$ cat src/rtl/tx_ser_pkg.sv
package tx_ser_pkg;

    typedef enum logic [1:0] {
        ST_IDLE  = 2'd0,
        ST_LEAD  = 2'd1,
        ST_TRAIL = 2'd2
    } tx_state_e;

    // level of the bit clock while no frame is active
    function automatic logic clk_idle_level(input logic [2:0] mode);
        if (mode[2])
            return mode[0];
        return (mode == 3'b001);
    endfunction

    // level of the bit clock during the lead half of each bit
    function automatic logic clk_lead_level(input logic [2:0] mode);
        if (mode[2])
            return ~(mode[1] ^ mode[0]);
        return (mode == 3'b001);
    endfunction

endpackage

$ cat src/rtl/txs_bit_counter.sv
module txs_bit_counter #(
    parameter int LEN_W = 5
) (
    input  logic             clk,
    input  logic             rst_n,
    input  logic             load_i,
    input  logic [LEN_W-1:0] len_i,
    input  logic             step_i,
    output logic             last_o
);
    logic [LEN_W-1:0] cnt_q;

    always_ff @(posedge clk) begin
        if (!rst_n)
            cnt_q <= '0;
        else if (load_i)
            cnt_q <= len_i;
        else if (step_i)
            cnt_q <= cnt_q - 1'b1;
    end

    assign last_o = (cnt_q == LEN_W'(1));

    // never step a counter that has no bits left
    a_r4_count_live: assert property (@(posedge clk) disable iff (!rst_n)
        step_i |-> (cnt_q != '0));

endmodule

$ cat src/rtl/txs_shifter.sv
module txs_shifter #(
    parameter int DATA_W = 32
) (
    input  logic              clk,
    input  logic              rst_n,
    input  logic              load_i,
    input  logic [DATA_W-1:0] word_i,
    input  logic              shift_i,
    output logic              bit_o
);
    logic [DATA_W-1:0] sh_q;

    always_ff @(posedge clk) begin
        if (!rst_n)
            sh_q <= '1;
        else if (load_i)
            sh_q <= word_i;
        else if (shift_i)
            sh_q <= {1'b1, sh_q[DATA_W-1:1]};
    end

    assign bit_o = sh_q[0];

endmodule

$ cat src/rtl/txs_clk_shaper.sv
module txs_clk_shaper
    import tx_ser_pkg::*;
(
    input  tx_state_e  state_i,
    input  logic [2:0] run_mode_i,
    input  logic [2:0] live_mode_i,
    output logic       txc_o
);
    always_comb begin
        unique case (state_i)
            ST_LEAD:  txc_o = clk_lead_level(run_mode_i);
            ST_TRAIL: txc_o = run_mode_i[2] ? ~clk_lead_level(run_mode_i)
                                            : clk_lead_level(run_mode_i);
            default:  txc_o = clk_idle_level(live_mode_i);
        endcase
    end

endmodule

$ cat src/rtl/serial_frame_tx.sv
module serial_frame_tx
    import tx_ser_pkg::*;
#(
    parameter int LEN_W  = 5,
    parameter int DATA_W = 32
) (
    input  logic              clk,
    input  logic              rst_n,
    input  logic              bit_tick_i,
    input  logic [LEN_W-1:0]  frame_len_i,
    input  logic [2:0]        txc_mode_i,
    input  logic              fifo_empty_i,
    input  logic [DATA_W-1:0] fifo_data_i,
    output logic              fifo_pop_o,
    output logic              txd_o,
    output logic              txc_o
);
    localparam int MAX_BITS = (1 << LEN_W) - 1;

    tx_state_e  state_q, state_d;
    logic [2:0] mode_q;
    logic       can_start, last_bit;
    logic       load, shift, line_bit;

    assign can_start = !fifo_empty_i && (frame_len_i != '0);

    // state register
    always_ff @(posedge clk) begin
        if (!rst_n)
            state_q <= ST_IDLE;
        else
            state_q <= state_d;
    end

    // clock mode captured at frame start
    always_ff @(posedge clk) begin
        if (!rst_n)
            mode_q <= 3'b000;
        else if (load)
            mode_q <= txc_mode_i;
    end

    // next state and control strobes
    always_comb begin
        state_d = state_q;
        load    = 1'b0;
        shift   = 1'b0;
        unique case (state_q)
            ST_IDLE: begin
                if (can_start) begin
                    load    = 1'b1;
                    state_d = ST_LEAD;
                end
            end
            ST_LEAD: begin
                if (bit_tick_i)
                    state_d = ST_TRAIL;
            end
            ST_TRAIL: begin
                if (bit_tick_i) begin
                    if (!last_bit) begin
                        shift   = 1'b1;
                        state_d = ST_LEAD;
                    end else if (can_start) begin
                        load    = 1'b1;
                        state_d = ST_LEAD;
                    end else begin
                        state_d = ST_IDLE;
                    end
                end
            end
            default: state_d = ST_IDLE;
        endcase
    end

    txs_bit_counter #(.LEN_W(LEN_W)) i_count (
        .clk    (clk),
        .rst_n  (rst_n),
        .load_i (load),
        .len_i  (frame_len_i),
        .step_i (shift),
        .last_o (last_bit)
    );

    txs_shifter #(.DATA_W(DATA_W)) i_shift (
        .clk     (clk),
        .rst_n   (rst_n),
        .load_i  (load),
        .word_i  (fifo_data_i),
        .shift_i (shift),
        .bit_o   (line_bit)
    );

    txs_clk_shaper i_clk (
        .state_i     (state_q),
        .run_mode_i  (mode_q),
        .live_mode_i (txc_mode_i),
        .txc_o       (txc_o)
    );

    // outputs
    always_comb begin
        fifo_pop_o = load;
        unique case (state_q)
            ST_LEAD, ST_TRAIL: txd_o = line_bit;
            default:           txd_o = 1'b1;
        endcase
    end

    initial begin
        assert (DATA_W >= MAX_BITS) else $error("word narrower than longest frame");
    end

    // never consume from an empty FIFO
    a_r2_pop_nonempty: assert property (@(posedge clk) disable iff (!rst_n)
        fifo_pop_o |-> !fifo_empty_i);

    // idle line is high
    a_r4_idle_high: assert property (@(posedge clk) disable iff (!rst_n)
        (state_q == ST_IDLE) |-> txd_o);

    // last bit ends with a waiting word -> next frame starts at once
    a_r5_back_to_back: assert property (@(posedge clk) disable iff (!rst_n)
        (state_q == ST_TRAIL && bit_tick_i && last_bit && !fifo_empty_i
         && frame_len_i != '0) |=> (state_q == ST_LEAD));

    // zero length never pops
    a_r6_zero_len: assert property (@(posedge clk) disable iff (!rst_n)
        (frame_len_i == '0) |-> !fifo_pop_o);

    // outputs move only after a strobe, a pop or a live mode change
    a_r11_quiet: assert property (@(posedge clk) disable iff (!rst_n)
        (!$past(bit_tick_i) && !$past(fifo_pop_o) && $stable(txc_mode_i))
        |-> ($stable(txd_o) && $stable(txc_o)));

    // captured mode holds for the whole frame
    a_r12_mode_hold: assert property (@(posedge clk) disable iff (!rst_n)
        (state_q != ST_IDLE && !fifo_pop_o) |=> $stable(mode_q));

endmodule

$ cat config.mk
export PLATFORM = sky130hd
export DESIGN_NAME = serial_frame_tx
export DESIGN_NICKNAME = d
export VERILOG_FILES = /design/src/rtl/tx_ser_pkg.sv /design/src/rtl/txs_bit_counter.sv /design/src/rtl/txs_shifter.sv /design/src/rtl/txs_clk_shaper.sv /design/src/rtl/serial_frame_tx.sv
export SDC_FILE = /design/constraint.sdc
export NUM_CORES = 1
export LEC_CHECK = 0
export ABC_AREA = 1
export BUFFER_PORTS_ARGS = -buffer_cell sky130_fd_sc_hd__buf_2
export CAP_MARGIN = 30
export CORE_MARGIN = 4
export CORE_UTILIZATION = 45
export DETAILED_ROUTE_END_ITERATION = 7
export PLACE_DENSITY_LB_ADDON = 0.2
export SYNTH_ARGS = -nofsm -noshare
export SYNTH_HDL_FRONTEND = slang
export SYNTH_HIERARCHICAL = 1
export SYNTH_SLANG_ARGS = --single-unit
$ cat constraint.sdc
create_clock -name clk -period 2.5 [get_ports clk]
set_input_delay 0.5 -clock clk [delete_from_list [all_inputs] [get_ports clk]]
set_output_delay 0.5 -clock clk [all_outputs]
set_load 0.01 [all_outputs]
==> run_results.csv <==
group,metric,value,unit
routing,vias_per_cell,5.03,
flow_run,maxCapViolCount,0,
worst_hold_path,min_from,"fifo_data_i[4]",
floorplanning,io_pins,47,
worst_setup_path,regToRegStartpoint,"i_count/cnt_q[1]$_SDFFE_PN0P_",
cts,clk_pin_slew,0.08,ns
worst_hold_path,holdPathStages,3,
cts,cts_buffer_depth,2,
power,vdd_drop_max,0.000439,V
worst_setup_path,r2r_cells,14,
cts,cts_tree,"built",
sta,fin_skew,0.00221,ns
sta,worst_slew_pin_slew,0.954,ns
cts,htree_num_levels,2,
synth,ys_seq_area_share,37.8,%
place,place_area,2440,sq um
power,p_leak,1.26,nW
worst_setup_path,arrival,1.78,ns
floorplanning,die_y,78.3,microns
global_routing,grt_antenna_before_repair,0,
worst_hold_path,min_path_type,"primary input to register",
worst_setup_path,worst_setup_path_end_kind,"primary output",
routing,wire_per_inst,11.2,microns
worst_setup_path,worstSetupPathType,"register to primary output",
synth,synth.top_cell.area_share,37.8,%
synth,synth.net_count,367,
place,hpwlAfterDp,3290,microns
sta,setup_viol,0,
sta,report.final.slew_viol_count,0,
synth,synth_cells,312,
floorplanning,start_util,46.7,%
worst_setup_path,cp_max_fo,7,
synth,synth.area.top_cells,"dfxtp_1 38%, nand3_1 15%, nand2_1 14%, a21oi_1 8.1%, ha_1 6.2%",
floorplanning,die_area,6130,sq um
cts,hold_buffers,0,
final_layout,drive_gt1_share,19.6,%
floorplanning,fp.dieW,78.3,microns
sta,fin_setup_tns,0,ns
final_layout,antenna_cells_inserted,0,
final_layout,final_util,53.3,%
final_layout,nets,406,
sta,period_minus_slack,2.28,ns
synth,post_synth.cell_area_avg,7.12,sq um
routing,wl,4700,microns
synth,synth_warnings,6,
final_layout,seq_area,841,sq um
synth,ys_ff_latch,42,
cts,cts_made_buffers,5,
place,io_buffers,46,
synth,synth.distinct_cells,24,
global_routing,grtUsageTotal,15.7,%
worst_hold_path,hold_end,"i_shift/sh_q[4]$_SDFFE_PN1P_",
final_layout,fillCellCount,485,
worst_setup_path,crit_required,2.00,ns
cts,cts_resized,0,
floorplanning,core_area,4750,sq um
floorplanning,row_count,25,
routing,drt_iter0_drc,92,
sta,period_share,91.0,%
worst_setup_path,reg2reg_slack,0.41,ns
global_routing,grt_pass1_wl,7930,microns
final_layout,finish.instance_area,2530,sq um
sta,finalHoldViolCount,0,
power,p_per_area,1040,nW/um^2
cts,cts_setup_buffers,0,
cts,cts.sinks,42,
worst_setup_path,r2r-end,"i_count/cnt_q[2]$_SDFFE_PN0P_",
sta,fmax,0.439,GHz
worst_setup_path,cp-start-kind,"register",
cts,cts-root-buf,"clkbuf_8",
final_layout,area_growth_syn_to_layout,14.0,%
global_routing,grt_max_degree,33,
cts,clk_latency,0.29,ns
run_status,status,"complete, no violations",
routing,num_vias,2106,
global_routing,grt_pass1_vias,1831,
synth,synth_area,2220,sq um
sta,rsz0062_at_grt,"false",
synth,yosysTopAreaCell,"dfxtp_1",
place,gp_congestion,0.819,
sta,max-slew-margin-rel,36.3,%
global_routing,gr-total-overflow,0,
routing,ant_nets,0,
final_layout,layout_commonest_cell,"nand2_1",
final_layout,layout_common_cells,"80 x nand2_1, 68 x nand3_1, 46 x buf_2",
routing,drcViolationCount,0,
routing,first_pass_iters,5,
final_layout,multiInputGateArea,1140,sq um
[layer usage]
metal / track usage, % / wire (microns) / up-vias
li1: - / - / 1091
met1: 20.5 / 2280 / 944
met2: 25.2 / 2090 / 64
met3: 4.13 / 275 / 7
met4: 5.07 / 51 / 0
met5: 0 / 0 / -
[state kept, by name (all words and copies together), names as in the netlist]
register and count:
state_q 2, mode_q 3, i_count/cnt_q 5, i_shift/sh_q 32
[critical path, stage by stage (launching register included)]
cell and delay (ns):
dfxtp_1 0.33, inv_1 0.07, ha_1 0.13, nand2_1 0.05, nor2_1 0.24, nand3_1 0.11
nand2_1 0.09, nand3_2 0.11, inv_2 0.18, buf_2 0.18
[where the power goes]
group,internal [mW],total [mW],switching (mW)
sequential,0.918,1.07,0.151
combinational,0.420,1.12,0.704
clock,0.223,0.450,0.227
total,1.56,2.64,1.08
[cell usage after synthesis]
cell and instances:
nand2_1 80, nand3_1 68, dfxtp_1 42, a21oi_1 36, inv_1 29, ha_1 11
nor2_1 9, buf_2 6, buf_4 5, buf_6 5, inv_2 3, a22oi_1 2
clkbuf_1 2, nand3_2 2, nor2_4 2, o21ai_1 2, a21boi_1 1, a21oi_2 1
nand2_2 1, nor2_2 1, nor2_8 1, nor3_1 1, o211ai_1 1, xor2_1 1
[worst max-delay path by stage]
stage	from	end	slack [ns]	cells past startpoint
global route	i_count/cnt_q[1]$_SDFFE_PN0P_	fifo_pop_o	0.01	9
detailed placement	i_count/cnt_q[1]$_SDFFE_PN0P_	i_count/cnt_q[2]$_SDFFE_PN0P_	0.42	14
CTS	i_count/cnt_q[1]$_SDFFE_PN0P_	fifo_pop_o	0.21	9
floorplan	i_count/cnt_q[1]$_SDFFE_PN0P_	i_shift/sh_q[10]$_SDFFE_PN1P_	0.84	13
global placement	i_count/cnt_q[1]$_SDFFE_PN0P_	i_count/cnt_q[2]$_SDFFE_PN0P_	0.44	14
finish	i_count/cnt_q[1]$_SDFFE_PN0P_	fifo_pop_o	0.22	9
[stage by stage]
step | setup slack [ns] | power [mW] | hold slack (ns) | std cells
finish | 0.225 | 2.64 | 0.415 | 419
global route | 0.0104 | 2.90 | 0.411 | 419
CTS | 0.213 | 2.67 | 0.407 | 419
detailed placement | 0.420 | 2.21 | 0.457 | 411
global placement | 0.441 | 2.20 | 0.454 | 411
floorplan | 0.840 | 2.04 | 0.442 | 312
[area by class of cell]
cell class,instances,area share [%]
well taps,67,3.31
repair buffers,50,10.3
flip-flops and latches,42,33.2
clock buffers,7,3.41
inverters,32,4.74
clock inverters,1,0.198
multi-input cells,220,44.9
[cell families (layout without fill, tap and decap cells)]
family          count (synthesis)  count (layout)  share of synthesized area, %
buf+inv                        50              90                          11.3
compound gates                 43              43                          10.3
flops                          42              42                          37.8
simple gates                  165             165                          34.0
fa+ha+maj                      11              11                          6.19
xor+xnor                        1               1                         0.394
Note: power is estimated with default switching activity, not from simulation.
